File: config.mk
export PLATFORM = sky130hd
export DESIGN_NAME = adc_cal_ctrl
export DESIGN_NICKNAME = d
export VERILOG_FILES = /design/src/rtl/calib_pkg.sv /design/src/rtl/cal_stab_timer.sv /design/src/rtl/cal_sequencer.sv /design/src/rtl/cal_factor_store.sv /design/src/rtl/adc_cal_ctrl.sv
export SDC_FILE = /design/constraint.sdc
export NUM_CORES = 1
export LEC_CHECK = 0
export BUFFER_PORTS_ARGS = -buffer_cell sky130_fd_sc_hd__clkbuf_2
export CORE_MARGIN = 8
export CORE_UTILIZATION = 39
export CTS_CLUSTER_DIAMETER = 150
export DETAILED_ROUTE_END_ITERATION = 10
export PLACE_DENSITY = 0.72
export SKIP_CTS_REPAIR_TIMING = 1
export SYNTH_ARGS = -nofsm -noshare
export SYNTH_HDL_FRONTEND = slang
export SYNTH_SLANG_ARGS = --single-unit
export TNS_END_PERCENT = 5
File: constraint.sdc
create_clock -name clk -period 1 [get_ports clk]
set_input_delay 0.05 -clock clk [delete_from_list [all_inputs] [get_ports clk]]
set_output_delay 0.05 -clock clk [all_outputs]
set_load 0.05 [all_outputs]
File: src/rtl/calib_pkg.sv
package calib_pkg;

    typedef enum logic [0:0] {
        CS_IDLE = 1'b0,
        CS_RUN  = 1'b1
    } cal_state_e;

    typedef struct packed {
        logic start_pend;
        logic active;
        logic capture;
    } cal_ctl_t;

    function automatic logic [31:0] sat_inc(input logic [31:0] v, input logic [31:0] lim);
        return (v < lim) ? v + 32'd1 : v;
    endfunction

endpackage

File: src/rtl/cal_stab_timer.sv
module cal_stab_timer #(
    parameter int STAB_CYCLES = 14
) (
    input  logic clk,
    input  logic rst,
    input  logic en_i,
    output logic stable_o
);
    import calib_pkg::*;

    localparam int CW = $clog2(STAB_CYCLES + 1);
    localparam logic [CW-1:0] LIM = CW'(STAB_CYCLES);

    logic [CW-1:0] cnt_q;

    always_ff @(posedge clk) begin
        if (rst || !en_i) begin
            cnt_q <= '0;
        end else begin
            cnt_q <= CW'(sat_inc(32'(cnt_q), 32'(LIM)));
        end
    end

    assign stable_o = (cnt_q == LIM);

    AST_CNT_BOUND: assert property (@(posedge clk) disable iff (rst)
        cnt_q <= LIM);
    AST_DROP_CLEARS: assert property (@(posedge clk) disable iff (rst)
        !en_i |=> !stable_o);

endmodule

File: src/rtl/cal_sequencer.sv
module cal_sequencer (
    input  logic clk,
    input  logic rst,
    input  logic en_i,
    input  logic stable_i,
    input  logic start_wr_i,
    input  logic done_i,
    output calib_pkg::cal_ctl_t ctl_o
);
    import calib_pkg::*;

    cal_state_e state_q;
    logic       start_q;
    logic       capture;

    assign capture = (state_q == CS_RUN) && done_i;

    always_ff @(posedge clk) begin
        if (rst || !en_i) begin
            state_q <= CS_IDLE;
            start_q <= 1'b0;
        end else begin
            if (capture) begin
                start_q <= 1'b0;
            end else if (start_wr_i) begin
                start_q <= 1'b1;
            end
            case (state_q)
                CS_IDLE: if (start_q && stable_i) state_q <= CS_RUN;
                CS_RUN:  if (done_i)              state_q <= CS_IDLE;
                default:                          state_q <= CS_IDLE;
            endcase
        end
    end

    always_comb begin
        ctl_o.start_pend = start_q;
        ctl_o.active     = (state_q == CS_RUN);
        ctl_o.capture    = capture;
    end

    AST_RUN_NEEDS_READY: assert property (@(posedge clk) disable iff (rst)
        (state_q == CS_RUN) |-> stable_i);
    AST_RUN_HAS_START: assert property (@(posedge clk) disable iff (rst)
        (state_q == CS_RUN) |-> start_q);
    AST_DONE_CLEARS: assert property (@(posedge clk) disable iff (rst)
        (en_i && capture) |=> (!start_q && state_q == CS_IDLE));
    AST_OFF_NO_START: assert property (@(posedge clk) disable iff (rst)
        !en_i |=> (!start_q && state_q == CS_IDLE));

endmodule

File: src/rtl/cal_factor_store.sv
module cal_factor_store #(
    parameter int FACTOR_W = 7
) (
    input  logic                clk,
    input  logic                rst,
    input  logic                en_i,
    input  calib_pkg::cal_ctl_t ctl_i,
    input  logic                reset_wr_i,
    input  logic [FACTOR_W-1:0] factor_i,
    output logic [FACTOR_W-1:0] factor_o,
    output logic                valid_o
);
    import calib_pkg::*;

    logic [FACTOR_W-1:0] factor_q;
    logic                valid_q;
    logic                rst_pend_q;
    logic                drop_new;

    assign drop_new = rst_pend_q || reset_wr_i;

    always_ff @(posedge clk) begin
        if (rst || !en_i) begin
            factor_q   <= '0;
            valid_q    <= 1'b0;
            rst_pend_q <= 1'b0;
        end else if (ctl_i.capture) begin
            rst_pend_q <= 1'b0;
            if (drop_new) begin
                factor_q <= '0;
                valid_q  <= 1'b0;
            end else begin
                factor_q <= factor_i;
                valid_q  <= 1'b1;
            end
        end else if (reset_wr_i) begin
            if (ctl_i.active) begin
                rst_pend_q <= 1'b1;
            end else begin
                factor_q <= '0;
                valid_q  <= 1'b0;
            end
        end
    end

    assign factor_o = factor_q;
    assign valid_o  = valid_q;

    AST_INVALID_IS_ZERO: assert property (@(posedge clk) disable iff (rst)
        !valid_q |-> (factor_q == '0));
    AST_VALID_FROM_DONE: assert property (@(posedge clk) disable iff (rst)
        $rose(valid_q) |-> $past(ctl_i.capture));
    AST_HOLD_NO_EVENT: assert property (@(posedge clk) disable iff (rst)
        (en_i && !ctl_i.capture && !reset_wr_i) |=> $stable(factor_q));
    AST_PEND_ONLY_RUN: assert property (@(posedge clk) disable iff (rst)
        rst_pend_q |-> ctl_i.active);

endmodule

File: src/rtl/adc_cal_ctrl.sv
module adc_cal_ctrl #(
    parameter int FACTOR_W    = 7,
    parameter int STAB_CYCLES = 14
) (
    input  logic                clk,
    input  logic                rst,
    input  logic                en_i,
    input  logic                cal_start_wr_i,
    input  logic                cal_reset_wr_i,
    input  logic                conv_req_i,
    output logic                conv_go_o,
    output logic                ready_o,
    output logic                cal_start_o,
    output logic                core_cal_req_o,
    input  logic                core_cal_done_i,
    input  logic [FACTOR_W-1:0] core_factor_i,
    output logic [FACTOR_W-1:0] factor_o,
    output logic                factor_valid_o
);
    import calib_pkg::*;

    logic     stable;
    cal_ctl_t ctl;

    cal_stab_timer #(.STAB_CYCLES(STAB_CYCLES)) u_timer (
        .clk      (clk),
        .rst      (rst),
        .en_i     (en_i),
        .stable_o (stable)
    );

    cal_sequencer u_seq (
        .clk        (clk),
        .rst        (rst),
        .en_i       (en_i),
        .stable_i   (stable),
        .start_wr_i (cal_start_wr_i),
        .done_i     (core_cal_done_i),
        .ctl_o      (ctl)
    );

    cal_factor_store #(.FACTOR_W(FACTOR_W)) u_store (
        .clk        (clk),
        .rst        (rst),
        .en_i       (en_i),
        .ctl_i      (ctl),
        .reset_wr_i (cal_reset_wr_i),
        .factor_i   (core_factor_i),
        .factor_o   (factor_o),
        .valid_o    (factor_valid_o)
    );

    assign ready_o        = stable;
    assign cal_start_o    = ctl.start_pend;
    assign core_cal_req_o = ctl.active;
    assign conv_go_o      = conv_req_i && en_i && stable && !ctl.start_pend;

    AST_NO_CONV_DURING_CAL: assert property (@(posedge clk) disable iff (rst)
        conv_go_o |-> (!core_cal_req_o && !cal_start_o));
    AST_REQ_WAITS_READY: assert property (@(posedge clk) disable iff (rst)
        core_cal_req_o |-> ready_o);

endmodule

-- Word-level counts from Yosys, hierarchy flattened
Index checks and enable logic that the tools add are counted.
- register bits: 15
- word-level logic and storage cells: 35
- input port bits: 14
- output and inout port bits: 12
- bitwise operators: 1
- $lt $le $gt $ge: 1
- reductions and logical operators: 13
- add/sub/neg operators: 1
- multiplexer cells: 11
- equal/unequal tests: 2
- operator list (operator ; number):
    2-to-1 mux 7 bit ; 4
    2-to-1 mux 1 bit ; 6
    logical AND 1 bit ; 5
    adder 4 x 1 -> 4 bit, second input constant ; 1
    equality test 4 bit, second input constant ; 1
    less-than comparator 4 bit, second input constant ; 1
    AND reduction 2 bit ; 2
    zero test 1 bit ; 2
    logical OR 1 bit ; 2
    inequality test 2 bit, second input constant ; 1
    one-hot mux 1 bit (2 select lines) ; 1
    nonzero test 2 bit ; 1
    OR reduction 2 bit ; 1
    NOT 1 bit ; 1

-- Longest topological paths before layout
- depth after elaboration: 4
- mapped depth: 5
- mapped depth without buffers: 5

-- Modules after synthesis
From an unflattened synthesis, not the netlist that was laid out.
- cell total of the unflattened synthesis: 60
- area total of the unflattened synthesis: 644.4 um2
- by module, submodules not included (module ; sequential area each (um2) ; times used ; area each (um2) ; cells an instance):
    cal_factor_store ; 180.2 ; 1 ; 335.3 ; 27
    cal_stab_timer ; 80.1 ; 1 ; 188.9 ; 20
    cal_sequencer ; 40.0 ; 1 ; 110.1 ; 12
    adc_cal_ctrl ; 0.0 ; 1 ; 10.0 ; 1

-- Worst setup path before layout
Ideal clock, no wire load.
- path kind: register to output
- from: reg u_timer.cnt_q[1]
- to: out conv_go_o
- path buffers: 0
- setup slack: -0.528 ns
- arrival: 1.478 ns
- data required time: 0.950 ns
- stages on the path, launching flop included: 4
- cells stage by stage: dfxtp_1 -> ha_1 -> and3_1 -> and4b_2
- word-level cells in the longest chain between the ends: 3
- RTL lines (what ; line ; RTL):
    from (decl) ; cal_stab_timer.sv:14 ; logic [CW-1:0] cnt_q;
    from (signal assigned) ; cal_stab_timer.sv:20 ; cnt_q <= CW'(sat_inc(32'(cnt_q), 32'(LIM)));
    equality test 4 bit ; cal_stab_timer.sv:24 ; assign stable_o = (cnt_q == LIM);
    named net ready_o ; adc_cal_ctrl.sv:12 ; output logic ready_o,
    logical AND 1 bit (2 in series) ; adc_cal_ctrl.sv:56 ; assign conv_go_o = conv_req_i && en_i && stable && !ctl.start_pend;
    to (decl) ; adc_cal_ctrl.sv:11 ; output logic conv_go_o,
The timed path passes the listed nets, and every way through them passes these cells.

-- Worst setup path in the final report
- from: reg u_timer.cnt_q[0]
- to: out conv_go_o
- word-level cells in the longest chain between the ends: 3
- RTL lines (what ; line):
    equality test 4 bit ; cal_stab_timer.sv:24
    logical AND 1 bit (2 in series) ; adc_cal_ctrl.sv:56
Every way passes these cells.

==> impl_metrics.py <==
metrics = {
    "status": {
        "status": "finished with violations",
        "failed_checks": "hold timing, setup timing",
    },
    "critical_path": {
        "cp_max_fo": 3,
        "crit_buf_inv": 2,
        "required_ps": 950,
        "worstReg2RegStart": "u_seq.state_q",
        "worstPathArrival_ps": 1330,
        "slowest_delay_ps": 330,
        "reg2regPathDepth": 3,
        "r2r_end": "u_store.factor_o[3]",
        "crit_chain": "inv_2, ha_4, and3_4, and4b_4, buf_12",
        "cp-end-kind": "output pin",
        "r2r_slack_ps": -180,
        "start_kind": "register",
        "critPathKind": "register to output pin",
        "crit_family": "simple AND/OR/NAND/NOR gates",
        "cp_slowest_cell": "dfxtp_2",
    },
    "sta": {
        "finalMaxSlewViolations": 0,
        "worstMarginPinSlew_ps": 470,
        "totalNegativeSetupSlack_ps": -2090,
        "setup_ws_ps": -379,
        "fmax_mhz": 725,
        "hold_viol": 1,
        "setup_viol": 11,
        "hold_ws_ps": -18.6,
        "rsz0062_at_grt": "yes",
        "fin_worst_skew_ps": 6.49,
        "timing.final.crit_period_ps": 1380,
        "post-route-period-util_pct": 138,
        "max_slew_margin_pct": 68.6,
    },
    "yosys": {
        "synth_top_area_share_pct": 51.3,
        "syn_nets": 68,
        "synthTopCellsByArea": "dfxtp_1, a22o_1, nor2_1",
        "synthDistinctLibCells": 21,
        "yosys_warnings": 0,
        "synth_top_area_cell": "dfxtp_1",
        "synth_seq_cells": 15,
        "ys_seq_area_share_pct": 51.3,
        "syn_inst": 52,
        "syn_area_um2": 586,
        "syn_avg_cell_area_um2": 11.3,
    },
    "detailed_routing": {
        "drt-total-wl_mm": 1.45,
        "viasPerCell": 4.89,
        "drt_iter0_drc": 3,
        "drtAntennaViolNets": 0,
        "remaining_drc_errors": 0,
        "drt_pre_antenna_iters": 2,
        "wl_per_cell_um": 13.3,
        "num_vias": 533,
    },
    "clocking": {
        "clock_sinks": 15,
        "clkLatencyLatePin_ps": 280,
        "cts_root_buf": "clkbuf_4",
        "clockBufferDepth": 2,
        "cts_buffers": 3,
        "path_clk_slew_ps": 90,
        "cts_tree": "yes",
        "cts_max_level": 1,
    },
    "floorplan": {
        "die-area_um2": 3000,
        "dieHeight_um": 54.8,
        "initial_core_util_pct": 40.3,
        "num_rows": 14,
        "ios": 26,
        "core_area_um2": 1450,
        "fp.dieW_um": 54.8,
    },
    "worst_hold_path": {
        "hp-start": "core_factor_i[5]",
        "hold_path_class": "input port to register",
        "min_to": "u_store.factor_o[5]",
        "hold_depth": 2,
    },
    "final_layout": {
        "antenna_cells": 0,
        "syn_to_final_growth_pct": 59.4,
        "final_net_count": 110,
        "final_common_cell": "clkbuf_2",
        "final_cell_mix": "clkbuf_2, dfxtp_1, a22o_1, dlygate4sd3_1",
        "drive_gt1_share_pct": 54.8,
        "fin_util_pct": 64.2,
    },
    "grt": {
        "grt_max_degree": 9,
        "antenna_found_initial": 0,
        "overflow": 0,
        "grt_first_pass_wirelength_mm": 2.17,
        "grt_usage_pct": 9.91,
        "grt_pass1_vias": 554,
    },
    "power_and_ir_drop": {
        "power_density_nw_per_um2": 1120,
        "peakVddDrop_v": 0.000691,
        "power_leakage_uw": 0.000412,
    },
    "place": {
        "numPortBuffers": 25,
        "gp_congestion": 0.705,
        "dp_hpwl_mm": 1.03,
    },
    "flow_run": {
        "maxCapViolCount": 0,
    },
}
-- state kept, by name, summed over array words and instances, names as in the netlist --
register            count
u_store.factor_o        7
u_timer.cnt_q           4
u_seq.start_q           1
u_seq.state_q           1
u_store.rst_pend_q      1
u_store.valid_o         1
-- final cells by class --
| cell class | count | area (µm²) |
|---|---|---|
| Fill cell | 122 | 520 |
| Sequential cell | 15 | 309 |
| Multi-Input combinational cell | 34 | 309 |
| Timing Repair Buffer | 38 | 262 |
| Clock buffer | 4 | 26.3 |
| Tap cell | 16 | 20.0 |
| Inverter | 2 | 7.51 |
-- power by group --
group | total [µW] | leakage (µW) | internal [µW] | switching [µW]
Sequential | 603 | 0.000123 | 599 | 4.60
Combinational | 104 | 0.000274 | 57.1 | 47.2
Clock | 336 | 0.0000150 | 155 | 182
-- worst register-to-register path: cells and delay by family, from the launching register on --
kind | cells | cell delay [ps]
AOI/OAI and AO/OA | 1 | 200
and+or+nand+nor | 2 | 560
DFF | 1 | 360
-- metal layers --
layer | up-vias | share of wire (%) | global-route usage, %
met2 | 19 | 52 | 15.8
li1 | 267 | - | -
met3 | 2 | 7.2 | 3.53
met4 | 0 | 0.76 | 6.15
met1 | 245 | 40 | 10.9
met5 | - | 0 | 0
-- cell families after synthesis --
family          synth area share [%]
compound gates                  20.1
xor+xnor                        1.50
fa+ha+maj                       4.27
buf+inv                         3.21
flops                           51.3
simple gates                    19.7
-- through the flow --
stage	area (µm²)	worst slack (ps)	instances	power [µW]
after CTS	828	-406	101	1040
after floorplan	616	-193	52	658
final	933	-379	109	1040
after detailed placement	802	-176	97	697
after global placement	802	-145	97	695
after global routing	933	-439	109	1090
-- synth_stat cells --
master     n
and4b_2    1
ha_1       2
a211oi_4   1
a31oi_1    2
and2_2     1
nor4b_4    1
nor3_1     1
nand2b_4   1
or2_2      1
a22o_1     7
dfxtp_1   15
and3_1     1
a21o_2     1
nor2_1     7
nand2_1    1
a21oi_1    3
xnor2_1    1
nor2b_1    1
nand3_1    1
inv_1      2
buf_6      1
-- how the worst max path moves through the flow --
| stage | end | slack (ps) | start | cells after the start |
|---|---|---|---|---|
| detailed placement | u_store.factor_o[4] | -180 | u_seq.state_q | 3 |
| global placement | u_store.factor_o[0] | -150 | u_seq.state_q | 3 |
| CTS | conv_go_o | -410 | u_timer.cnt_q[0] | 5 |
| floorplan | conv_go_o | -190 | u_timer.cnt_q[0] | 4 |
| finish | conv_go_o | -380 | u_timer.cnt_q[0] | 5 |
| global route | conv_go_o | -440 | u_timer.cnt_q[0] | 5 |
(Power assumes the default switching activity.)
